===== src/rtl/lrs_pkg.sv =====
package lrs_pkg;
   typedef enum logic [1:0] {
      ST_IDLE = 2'd0,
      ST_DIV  = 2'd1,
      ST_BODY = 2'd2,
      ST_TAIL = 2'd3
   } lrs_state_e;
endpackage


===== src/rtl/lrs_pitch.sv =====
module lrs_pitch #(
   parameter int SIZE_W  = 32,
   parameter int PITCH_W = 15
) (
   input  logic [SIZE_W-1:0]  size,
   output logic [PITCH_W-1:0] pitch
);
   localparam logic [PITCH_W-1:0] CAP = {PITCH_W{1'b1}};
   logic [PITCH_W-1:0] clamped;

   generate
      if (SIZE_W > PITCH_W) begin : g_clamp
         always_comb clamped = (size > SIZE_W'(CAP)) ? CAP : size[PITCH_W-1:0];
      end else begin : g_direct
         always_comb clamped = PITCH_W'(size);
      end
   endgenerate

   always_comb pitch = {clamped[PITCH_W-1:2], 2'b00};
endmodule


===== src/rtl/lrs_divider.sv =====
module lrs_divider #(
   parameter int W = 32
) (
   input  logic         clk,
   input  logic         rst_n,
   input  logic         start,
   input  logic [W-1:0] dividend,
   input  logic [W-1:0] divisor,
   output logic         done,
   output logic [W-1:0] quotient,
   output logic [W-1:0] remainder
);
   localparam int CW = $clog2(W + 1);

   logic [W-1:0]  rem_q, quo_q, div_q;
   logic [CW-1:0] cnt_q;
   logic          run_q;
   logic [W:0]    trial;
   logic          fits;

   always_comb begin
      trial = {rem_q, quo_q[W-1]};
      fits  = trial >= {1'b0, div_q};
   end

   always_ff @(posedge clk) begin
      if (!rst_n) begin
         rem_q <= '0;
         quo_q <= '0;
         div_q <= '0;
         cnt_q <= '0;
         run_q <= 1'b0;
      end else if (start) begin
         rem_q <= '0;
         quo_q <= dividend;
         div_q <= divisor;
         cnt_q <= CW'(W);
         run_q <= 1'b1;
      end else if (run_q) begin
         if (cnt_q != '0) begin
            rem_q <= fits ? W'(trial - {1'b0, div_q}) : trial[W-1:0];
            quo_q <= {quo_q[W-2:0], fits};
            cnt_q <= cnt_q - 1'b1;
         end else begin
            run_q <= 1'b0;
         end
      end
   end

   assign done      = run_q && (cnt_q == '0);
   assign quotient  = quo_q;
   assign remainder = rem_q;

   // a finished division leaves a remainder below the divisor
   p_rem_below_div_r2: assert property (@(posedge clk) disable iff (!rst_n)
      done |-> (remainder < div_q));
endmodule


===== src/rtl/lin2rect_split.sv =====
module lin2rect_split
   import lrs_pkg::*;
#(
   parameter int SIZE_W  = 32,
   parameter int OFS_W   = 32,
   parameter int PITCH_W = 15
) (
   input  logic               clk,
   input  logic               rst_n,
   input  logic               req_valid,
   output logic               req_ready,
   input  logic [OFS_W-1:0]   req_src,
   input  logic [OFS_W-1:0]   req_dst,
   input  logic [SIZE_W-1:0]  req_size,
   output logic               d_valid,
   input  logic               d_ready,
   output logic [PITCH_W-1:0] d_pitch,
   output logic [PITCH_W-1:0] d_width,
   output logic [SIZE_W-1:0]  d_height,
   output logic [OFS_W-1:0]   d_src,
   output logic [OFS_W-1:0]   d_dst,
   output logic               busy
);
   generate
      if (PITCH_W < 3) begin : g_bad_pitch
         $error("PITCH_W must be at least 3");
      end
      if (SIZE_W < PITCH_W) begin : g_bad_size
         $error("SIZE_W must be at least PITCH_W");
      end
      if (OFS_W < SIZE_W) begin : g_bad_ofs
         $error("OFS_W must be at least SIZE_W");
      end
   endgenerate

   lrs_state_e         state_q;
   logic [OFS_W-1:0]   src_q, dst_q;
   logic [SIZE_W-1:0]  size_q, quo_q, rem_q;
   logic [PITCH_W-1:0] pitch_q, new_pitch, tail_pitch;
   logic [SIZE_W-1:0]  div_quo, div_rem, advance;
   logic               div_start, div_done, accept;

   lrs_pitch #(.SIZE_W(SIZE_W), .PITCH_W(PITCH_W)) u_pitch (
      .size  (req_size),
      .pitch (new_pitch)
   );

   assign req_ready = (state_q == ST_IDLE);
   assign accept    = req_valid && req_ready && (req_size != '0);
   assign div_start = accept && (new_pitch != '0);

   lrs_divider #(.W(SIZE_W)) u_div (
      .clk       (clk),
      .rst_n     (rst_n),
      .start     (div_start),
      .dividend  (req_size),
      .divisor   (SIZE_W'(new_pitch)),
      .done      (div_done),
      .quotient  (div_quo),
      .remainder (div_rem)
   );

   always_ff @(posedge clk) begin
      if (!rst_n) begin
         state_q <= ST_IDLE;
         src_q   <= '0;
         dst_q   <= '0;
         size_q  <= '0;
         quo_q   <= '0;
         rem_q   <= '0;
         pitch_q <= '0;
      end else begin
         case (state_q)
            ST_IDLE: if (accept) begin
               src_q   <= req_src;
               dst_q   <= req_dst;
               size_q  <= req_size;
               pitch_q <= new_pitch;
               if (new_pitch == '0) begin
                  quo_q   <= SIZE_W'(1);
                  rem_q   <= req_size;
                  state_q <= ST_TAIL;
               end else begin
                  state_q <= ST_DIV;
               end
            end
            ST_DIV: if (div_done) begin
               quo_q   <= div_quo;
               rem_q   <= div_rem;
               state_q <= ST_BODY;
            end
            ST_BODY: if (d_ready) begin
               state_q <= (rem_q != '0) ? ST_TAIL : ST_IDLE;
            end
            default: if (d_ready) begin
               state_q <= ST_IDLE;
            end
         endcase
      end
   end

   always_comb begin
      advance    = size_q - rem_q;
      tail_pitch = PITCH_W'(rem_q) + PITCH_W'(3);
      tail_pitch = {tail_pitch[PITCH_W-1:2], 2'b00};
   end

   always_comb begin
      d_valid  = (state_q == ST_BODY) || (state_q == ST_TAIL);
      d_pitch  = pitch_q;
      d_width  = pitch_q;
      d_height = quo_q;
      d_src    = src_q;
      d_dst    = dst_q;
      if (state_q == ST_TAIL) begin
         d_pitch  = tail_pitch;
         d_width  = PITCH_W'(rem_q);
         d_height = SIZE_W'(1);
         d_src    = src_q + OFS_W'(advance);
         d_dst    = dst_q + OFS_W'(advance);
      end
   end

   assign busy = (state_q != ST_IDLE);

   // rectangle rows are pitch-wide and dword aligned
   p_body_shape_r1: assert property (@(posedge clk) disable iff (!rst_n)
      (state_q == ST_BODY) |-> (d_pitch == d_width && d_pitch[1:0] == 2'b00));

   // tail is one row, padded up to the next dword by less than 4
   p_tail_shape_r4: assert property (@(posedge clk) disable iff (!rst_n)
      (state_q == ST_TAIL) |-> (d_height == SIZE_W'(1) && d_pitch[1:0] == 2'b00 &&
                                d_pitch >= d_width && (d_pitch - d_width) < PITCH_W'(4)));

   // no empty descriptor leaves the block
   p_no_empty_r5: assert property (@(posedge clk) disable iff (!rst_n)
      d_valid |-> (d_width != '0 && d_height != '0));

   // a stalled descriptor holds every field
   p_hold_r7: assert property (@(posedge clk) disable iff (!rst_n)
      (d_valid && !d_ready) |=> (d_valid && $stable(d_pitch) && $stable(d_width) &&
                                 $stable(d_height) && $stable(d_src) && $stable(d_dst)));

   // a zero-length request leaves the block idle
   p_zero_idle_r6: assert property (@(posedge clk) disable iff (!rst_n)
      (req_valid && req_ready && req_size == '0) |=> !busy);

   // busy only starts from an accepted request
   p_busy_start_r9: assert property (@(posedge clk) disable iff (!rst_n)
      $rose(busy) |-> $past(req_valid && req_ready && req_size != '0));
endmodule


===== config.mk =====
export PLATFORM = sky130hd
export DESIGN_NAME = lin2rect_split
export DESIGN_NICKNAME = d
export VERILOG_FILES = /design/src/rtl/lrs_pkg.sv /design/src/rtl/lrs_pitch.sv /design/src/rtl/lrs_divider.sv /design/src/rtl/lin2rect_split.sv
export SDC_FILE = /design/constraint.sdc
export NUM_CORES = 1
export LEC_CHECK = 0
export BUFFER_PORTS_ARGS = -buffer_cell sky130_fd_sc_hd__buf_2
export CAP_MARGIN = 10
export CORE_MARGIN = 8
export CORE_UTILIZATION = 50
export DETAILED_ROUTE_END_ITERATION = 8
export GPL_TIMING_DRIVEN = 1
export MAX_ROUTING_LAYER = met4
export PLACE_DENSITY = 0.75
export SETUP_SLACK_MARGIN = 0.05
export SLEW_MARGIN = 0
export SYNTH_ARGS = -nofsm -noshare
export SYNTH_HDL_FRONTEND = slang
export SYNTH_HIERARCHICAL = 1
export SYNTH_SLANG_ARGS = --single-unit

===== constraint.sdc =====
create_clock -name clk -period 5.44 [get_ports clk]
set_clock_uncertainty 0.05 [all_clocks]
set_input_delay 0.816 -clock clk [delete_from_list [all_inputs] [get_ports clk]]
set_output_delay 0.816 -clock clk [all_outputs]
set_load 0.03 [all_outputs]

==> out/qor.yml, run 1 <==
status: "complete, but fails checks"
failed_checks: "negative setup slack"
required_ns: 4.57
slew_headroom: 0.286
cts.sinks: 280
leakage_uw: 0.0112
hold_viol: 0
crit_arrival_ns: 5.07
dpl_cell_area_um2: 22200
grtUsageTotal: 0.282
synth_compound_area_frac: 0.256
ys_async_sr_fraction: 0
ant_nets: 0
die_w_um: 215
die-area_um2: 46200
num_io_pins: 229
synth-seq-cells: 280
drive_above_1_share: 0.236
syn_avg_cell_area_um2: 7.66
startpoint: "size_q[0]"
h-tree-depth: 2
mostFrequentLayoutCells: "nand2_1 (508), dfxtp_1 (274), buf_4 (194)"
fin_area_um2: 25200
tightest_slew_ns: 1.07
first_pass_iters: 5
path_max_fanout: 2
timing.rr.end: "u_div/remainder[30]"
endpoint_kind: "primary output"
ys_warn_count: 6
grt_pass1_vias: 19300
holdWs_ns: 0.419
fmax_mhz: 169
drtIter0Drc: 1712
holdBufCountCts: 0
area_growth_pct: 27.1
place_congestion: 0.971
ys.flop_type: "dfxtp_1"
finalSetupViolCount: 24
syn_area_um2: 19800
reg2reg_depth: 10
powerDensity_nw_per_um2: 826
synth_top_area_share: 0.283
clockBufferDepth: 3
synth_cell_type_count: 97
antenna_found_initial: 1
insertion_delay_ns: 0.57
cts_tree: "done"
grt_pass1_wl_um: 105000
ir_worst_vdd_mv: 0.393
maxCapViolations: 0
min_period_ns: 5.93
r2r_setup_slack_ns: 1.70
fp-row-count: 73
synth_edf_count: 0
vias: 20200
rsz0062_at_grt: "true"
final_core_util: 0.639
start_util: 0.503
crit_path_start_kind: "register"
synth_top_family_by_area: "compound AO/OA/AOI/OAI gates"
hp-class: "register to register"
routed_via_density: 5.82
hpwl_um: 49100
synth_largest_area_cell: "dfxtp_1"
drc: 0
slew_viol_final: 0
avgRoutedWirePerCell_um: 19.4
min_to: "size_q[24]"
routed_wl_um: 67200
cts_root_buf: "clkbuf_16"
final.period_utilization: 1.09
synthMuxAreaShare: 0.0421
finalSetupTns_ns: -5.43
coreArea_um2: 39400
yosys-top-cells-area: "dfxtp_1 (28%), nand2_1 (9.8%), ha_1 (8.3%)"
synth_fa_ha_area_frac: 0.0875
final_common_cell: "nand2_1"
grt_max_degree: 171
syn-instance-count: 2584
grt_overflow: 0
io_buffers: 228
die_y_um: 215
yosys.area_share.simple: 0.230
hold_depth: 2
ys_seq_area_frac: 0.283
path_class: "register to primary output"
nNetsFinal: 3147
numCtsBuffers: 35
holdCritStartpoint: "size_q[24]"
clk_pin_slew_ns: 0.05
power.total_uw: 20800
r2r-start: "u_div/remainder[18]"
fin_ws_ns: -0.495
synth_xor_area_frac: 0.0491
## critical path: stages (launching register included)
cell and delay [ns]:
dfxtp_2 0.33, inv_2 0.04, ha_4 0.15, fa_2 0.37
nor2b_1 0.12, o21a_1 0.15, o21ai_2 0.07, a21oi_2 0.20
o21ai_2 0.09, o211a_1 0.24, o22a_1 0.22, and2_4 0.19
xnor2_4 0.15, buf_6 0.14, ha_4 0.25, a21o_1 0.15
a21oi_2 0.07, o211ai_1 0.16, o211ai_1 0.17, nor3b_2 0.19
o211a_1 0.14, o311ai_2 0.30, xor2_1 0.17, nand2_1 0.09
xnor2_1 0.15, buf_4 0.18
## worst max-delay path by stage
stage	end	slack [ns]
6_report	d_dst[31]	-0.49
5_1_grt	d_dst[31]	-0.78
4_1_cts	d_dst[31]	-0.50
3_5_place_dp	d_src[31]	-0.53
3_3_place_gp	d_src[31]	-0.47
2_1_floorplan	d_src[31]	0.06
## synthesized netlist by cell type, drive strengths merged (40+ instances only)
| cell | number |
|---|---|
| o21ai | 156 |
| nor2b | 111 |
| a21boi | 115 |
| clkbuf | 121 |
| dfxtp | 280 |
| inv | 95 |
| nand3 | 40 |
| xor2 | 40 |
| xnor2 | 71 |
| ha | 132 |
| mux2i | 75 |
| nand2 | 518 |
| a21o | 65 |
| a21oi | 187 |
| nor2 | 86 |
| and2 | 49 |
## area by class of cell
class                      instances  area (um2)
inverter                          95         359
clock inverter                    20         299
timing repair buffer             428        2920
clock buffer                      43         926
tap                              525         657
sequential                       280        5610
antenna                            2        5.00
multi-input combinational       2071       14400
fill                            3409       14200
## cell families (layout without fill, tap and decap cells)
| group | after synthesis | after routing |
|---|---|---|
| muxes | 82 | 82 |
| xor gates and xnor gates | 111 | 111 |
| adders and majority gates | 136 | 136 |
| and+or+nand+nor | 968 | 968 |
| buffers and inverters | 250 | 586 |
| DFF | 280 | 280 |
| other | 2 | 21 |
| AOI/OAI and AO/OA | 755 | 755 |
## flip-flops by register name (all words and copies together), names as in the netlist, 2 cells and up
signal,flops
dst_q,32
pitch_q,15
quo_q,32
rem_q,32
size_q,32
src_q,32
state_q,2
u_div/cnt_q,6
u_div/div_q,32
u_div/quotient,32
u_div/remainder,32
## layer usage
layer	track usage	vias to the layer above	wire length (um)
met5	-	-	0
met4	0.119	0	2580
met3	0.0431	161	4420
met2	0.447	758	31200
met1	0.356	9555	29000
li1	-	9686	-
## report_power, final
part,switching (uW),total [uW],internal (uW),leakage [uW]
Sequential,369,2830,2460,0.00229
Clock,974,2490,1510,0.000602
Combinational,8420,15500,7040,0.00827
## metrics by stage
stage               std cells  worst slack [ns]
finish                   3464            -0.495
global route             3463            -0.775
CTS                      3443            -0.505
detailed placement       3342            -0.528
global placement         3342            -0.474
floorplan                2601            0.0594
## repair_timing
action | in CTS | in global routing
buffers inserted | 39 | 20
setup endpoints to repair | 38 | 39
pin swaps | 126 | 60
resized for setup | 211 | 81
Power figures use the tool's default switching activity.
==> run 2: changes to the inputs <==
==> constraint.sdc (replaced) <==
create_clock -name clk -period 5.44 [get_ports clk]
set_clock_uncertainty 0.05 [all_clocks]
set_input_delay 0 -clock clk [delete_from_list [all_inputs] [get_ports clk]]
set_output_delay 0 -clock clk [all_outputs]
set_load 0.03 [all_outputs]
==> run 2 against run 1 <==
  * The run now ends clean
  * First-iteration DRC count grew 18%
  * Cell area shrank 4.7%
  * Critical endpoint is now d_src[31]
  * Worst setup slack gained 0.69 ns
  * Hold slack lost 0.22 ns
  * Cell count shrank 1.7%
  * Utilization shrank 3.0 points
  * Fmax grew 13%
  * Register-to-register slack gained 0.21 ns
  * Total power shrank 17%
  * Highest routed layer unchanged
  * Sequential share of layout area grew 1.1 points
  * Sequential power is essentially flat
  * Die area is the same
==> out/qor.yml, run 2 (synthesized netlist as in run 1, its figures left out) <==
rsz0062_at_grt: "true"
insertion_delay_ns: 0.57  # about the same
dpl_cell_area_um2: 21200  # -4.3%
finalSetupTns_ns: 0  # +5.43 ns
routed-wl-met2_um: 30300  # -2.8%
die_y_um: 215  # unchanged
powerDensity_nw_per_um2: 722  # -13%
min_period_ns: 5.24  # -0.693 ns
nNetsFinal: 3089  # -1.8%
avgRoutedWirePerCell_um: 19.7  # +1.8%
ant_nets: 0  # unchanged
crit_path_start_kind: "register"
leakage_uw: 0.0105  # -5.6%
drive_above_1_share: 0.154  # -0.0820
final.period_utilization: 0.964  # -0.127
h-tree-depth: 2  # unchanged
place_congestion: 0.945  # -2.7%
antenna_found_initial: 2  # +1
finalSetupViolCount: 0  # -100%
mostFrequentLayoutCells: "nand2_1 (516), dfxtp_1 (274), buf_2 (221)"
clk_pin_slew_ns: 0.06  # about the same
status: "finished clean"
die-area_um2: 46200  # unchanged
cts_root_buf: "clkbuf_16"
grtUsageTotal: 0.283  # +0.000888
tightest_slew_ns: 1.05  # -0.0194 ns
maxCapViolations: 0  # unchanged
num_io_pins: 229  # unchanged
cts_tree: "done"
start_util: 0.503  # unchanged
top_layer_used: "met4"
grt_max_degree: 122  # -29%
grt_pass1_wl_um: 105000  # -0.24%
grt_pass1_vias: 19000  # -1.5%
reg2reg_depth: 10  # unchanged
ir_worst_vdd_mv: 0.361  # -8.2%
fin_area_um2: 24000  # -4.7%
clockBufferDepth: 3  # unchanged
path_class: "register to primary output"
final_cells: 3405  # -1.7%
path_max_fanout: 3  # +1
hpwl_um: 47900  # -2.3%
routed_wl_um: 67200  # about the same
fmax_mhz: 191  # +13%
die_w_um: 215  # unchanged
grt_overflow: 0  # unchanged
final_core_util: 0.609  # -0.0304
hold_depth: 4  # +2
hp-class: "primary input to register"
final_common_cell: "nand2_1"
cts.sinks: 280  # unchanged
io_buffers: 228  # unchanged
fp-row-count: 73  # unchanged
required_ns: 5.39  # +0.82 ns
dp.cells: 3222  # -3.6%
vias: 20100  # -0.49%
endpoint_kind: "primary output"
routed_via_density: 5.89  # +1.2%
wl_met1_um: 28900  # -0.61%
area_growth_pct: 21.1
numCtsBuffers: 35  # unchanged
slew_headroom: 0.298  # +0.0129
first_pass_iters: 7  # +2
drc: 0  # unchanged
crit_arrival_ns: 5.19  # +0.12 ns
hold_viol: 0  # unchanged
wl_met3_um: 4810  # +8.6%
drtIter0Drc: 2025  # +18%
coreArea_um2: 39400  # unchanged
slew_viol_final: 0  # unchanged
[run 2: cell types whose count changed in the layout (fill, tap and decap cells not counted), moves of 8 or more]
| cell | delta |
|---|---|
| buf_4 | -147 |
| dlygate4sd3_1 | +99 |
| buf_6 | -38 |
| buf_2 | +30 |
| o21ai_0 | +26 |
| a21oi_1 | +19 |
| a21oi_2 | -18 |
| o21ai_1 | -16 |
| ha_4 | -14 |
| xnor2_1 | +11 |
| ha_1 | +10 |
| o21ai_2 | -10 |
| xnor2_2 | -9 |
| nand2_1 | +8 |
[run 2: critical path, stage by stage (launching register included)]
cell and delay [ns]:
dfxtp_2 0.33, inv_2 0.04, ha_4 0.16, fa_2 0.38
nor2b_1 0.12, o21a_1 0.18, o21ai_2 0.09, a21oi_2 0.18
o21ai_2 0.10, o211a_1 0.29, o22a_1 0.22, and2_4 0.20
xnor2_4 0.21, ha_4 0.24, a21o_1 0.19, a21o_1 0.16
a21o_1 0.18, a211oi_2 0.21, o21ai_2 0.08, and3_4 0.16
a2111oi_4 0.31, xnor2_1 0.16, nand2_1 0.08, xnor2_1 0.18
buf_4 0.18
[run 2: metal layers]
metal	vias to the layer above	track usage
met5	-	-
li1	9566	-
met1	9413	0.355
met2	877	0.441
met3	205	0.0493
met4	0	0.130
[run 2: what timing repair did]
item | in CTS | in global routing
setup buffers | 6 | 14
hold endpoints to repair | 183 | 0
endpoints found under the setup margin | 8 | 16
pin swaps | 8 | 36
resized for setup | 11 | 84
hold buffers | 99 | 0
[run 2: path summary, 6_finish.rpt]
check | startpoint | endpoint | slack [ns]
min reg2reg | pitch_q[1] | pitch_q[1] | 0.42
max reg2reg | state_q[1] | u_div/remainder[30] | 1.91
min | req_dst[18] | dst_q[18] | 0.20
max | size_q[0] | d_src[31] | 0.20
[run 2: through the flow]
| step | power, uW | worst slack, ns | hold slack (ns) |
|---|---|---|---|
| 2_1_floorplan | 11100 | 0.620 | 0.0949 |
| 3_3_place_gp | 13500 | 0.265 | 0.205 |
| 3_5_place_dp | 13700 | 0.217 | 0.211 |
| 4_1_cts | 16300 | 0.0488 | 0.153 |
| 5_1_grt | 18500 | -0.0523 | 0.209 |
| 6_report | 17300 | 0.198 | 0.197 |
[run 2: area by class of cell]
cell class | count | area [um2]
antenna | 2 | 5.00
clock buffer | 51 | 996
clock inverter | 11 | 123
fill | 3376 | 15400
inverter | 95 | 357
multi-input combinational | 2071 | 13700
sequential | 280 | 5620
tap | 525 | 657
timing repair buffer | 370 | 2490
[run 2: power breakdown]
part / internal [uW] / switching [uW]
combinational: 4860 / 7290
sequential: 2460 / 388
clock: 1330 / 975
total: 8650 / 8650
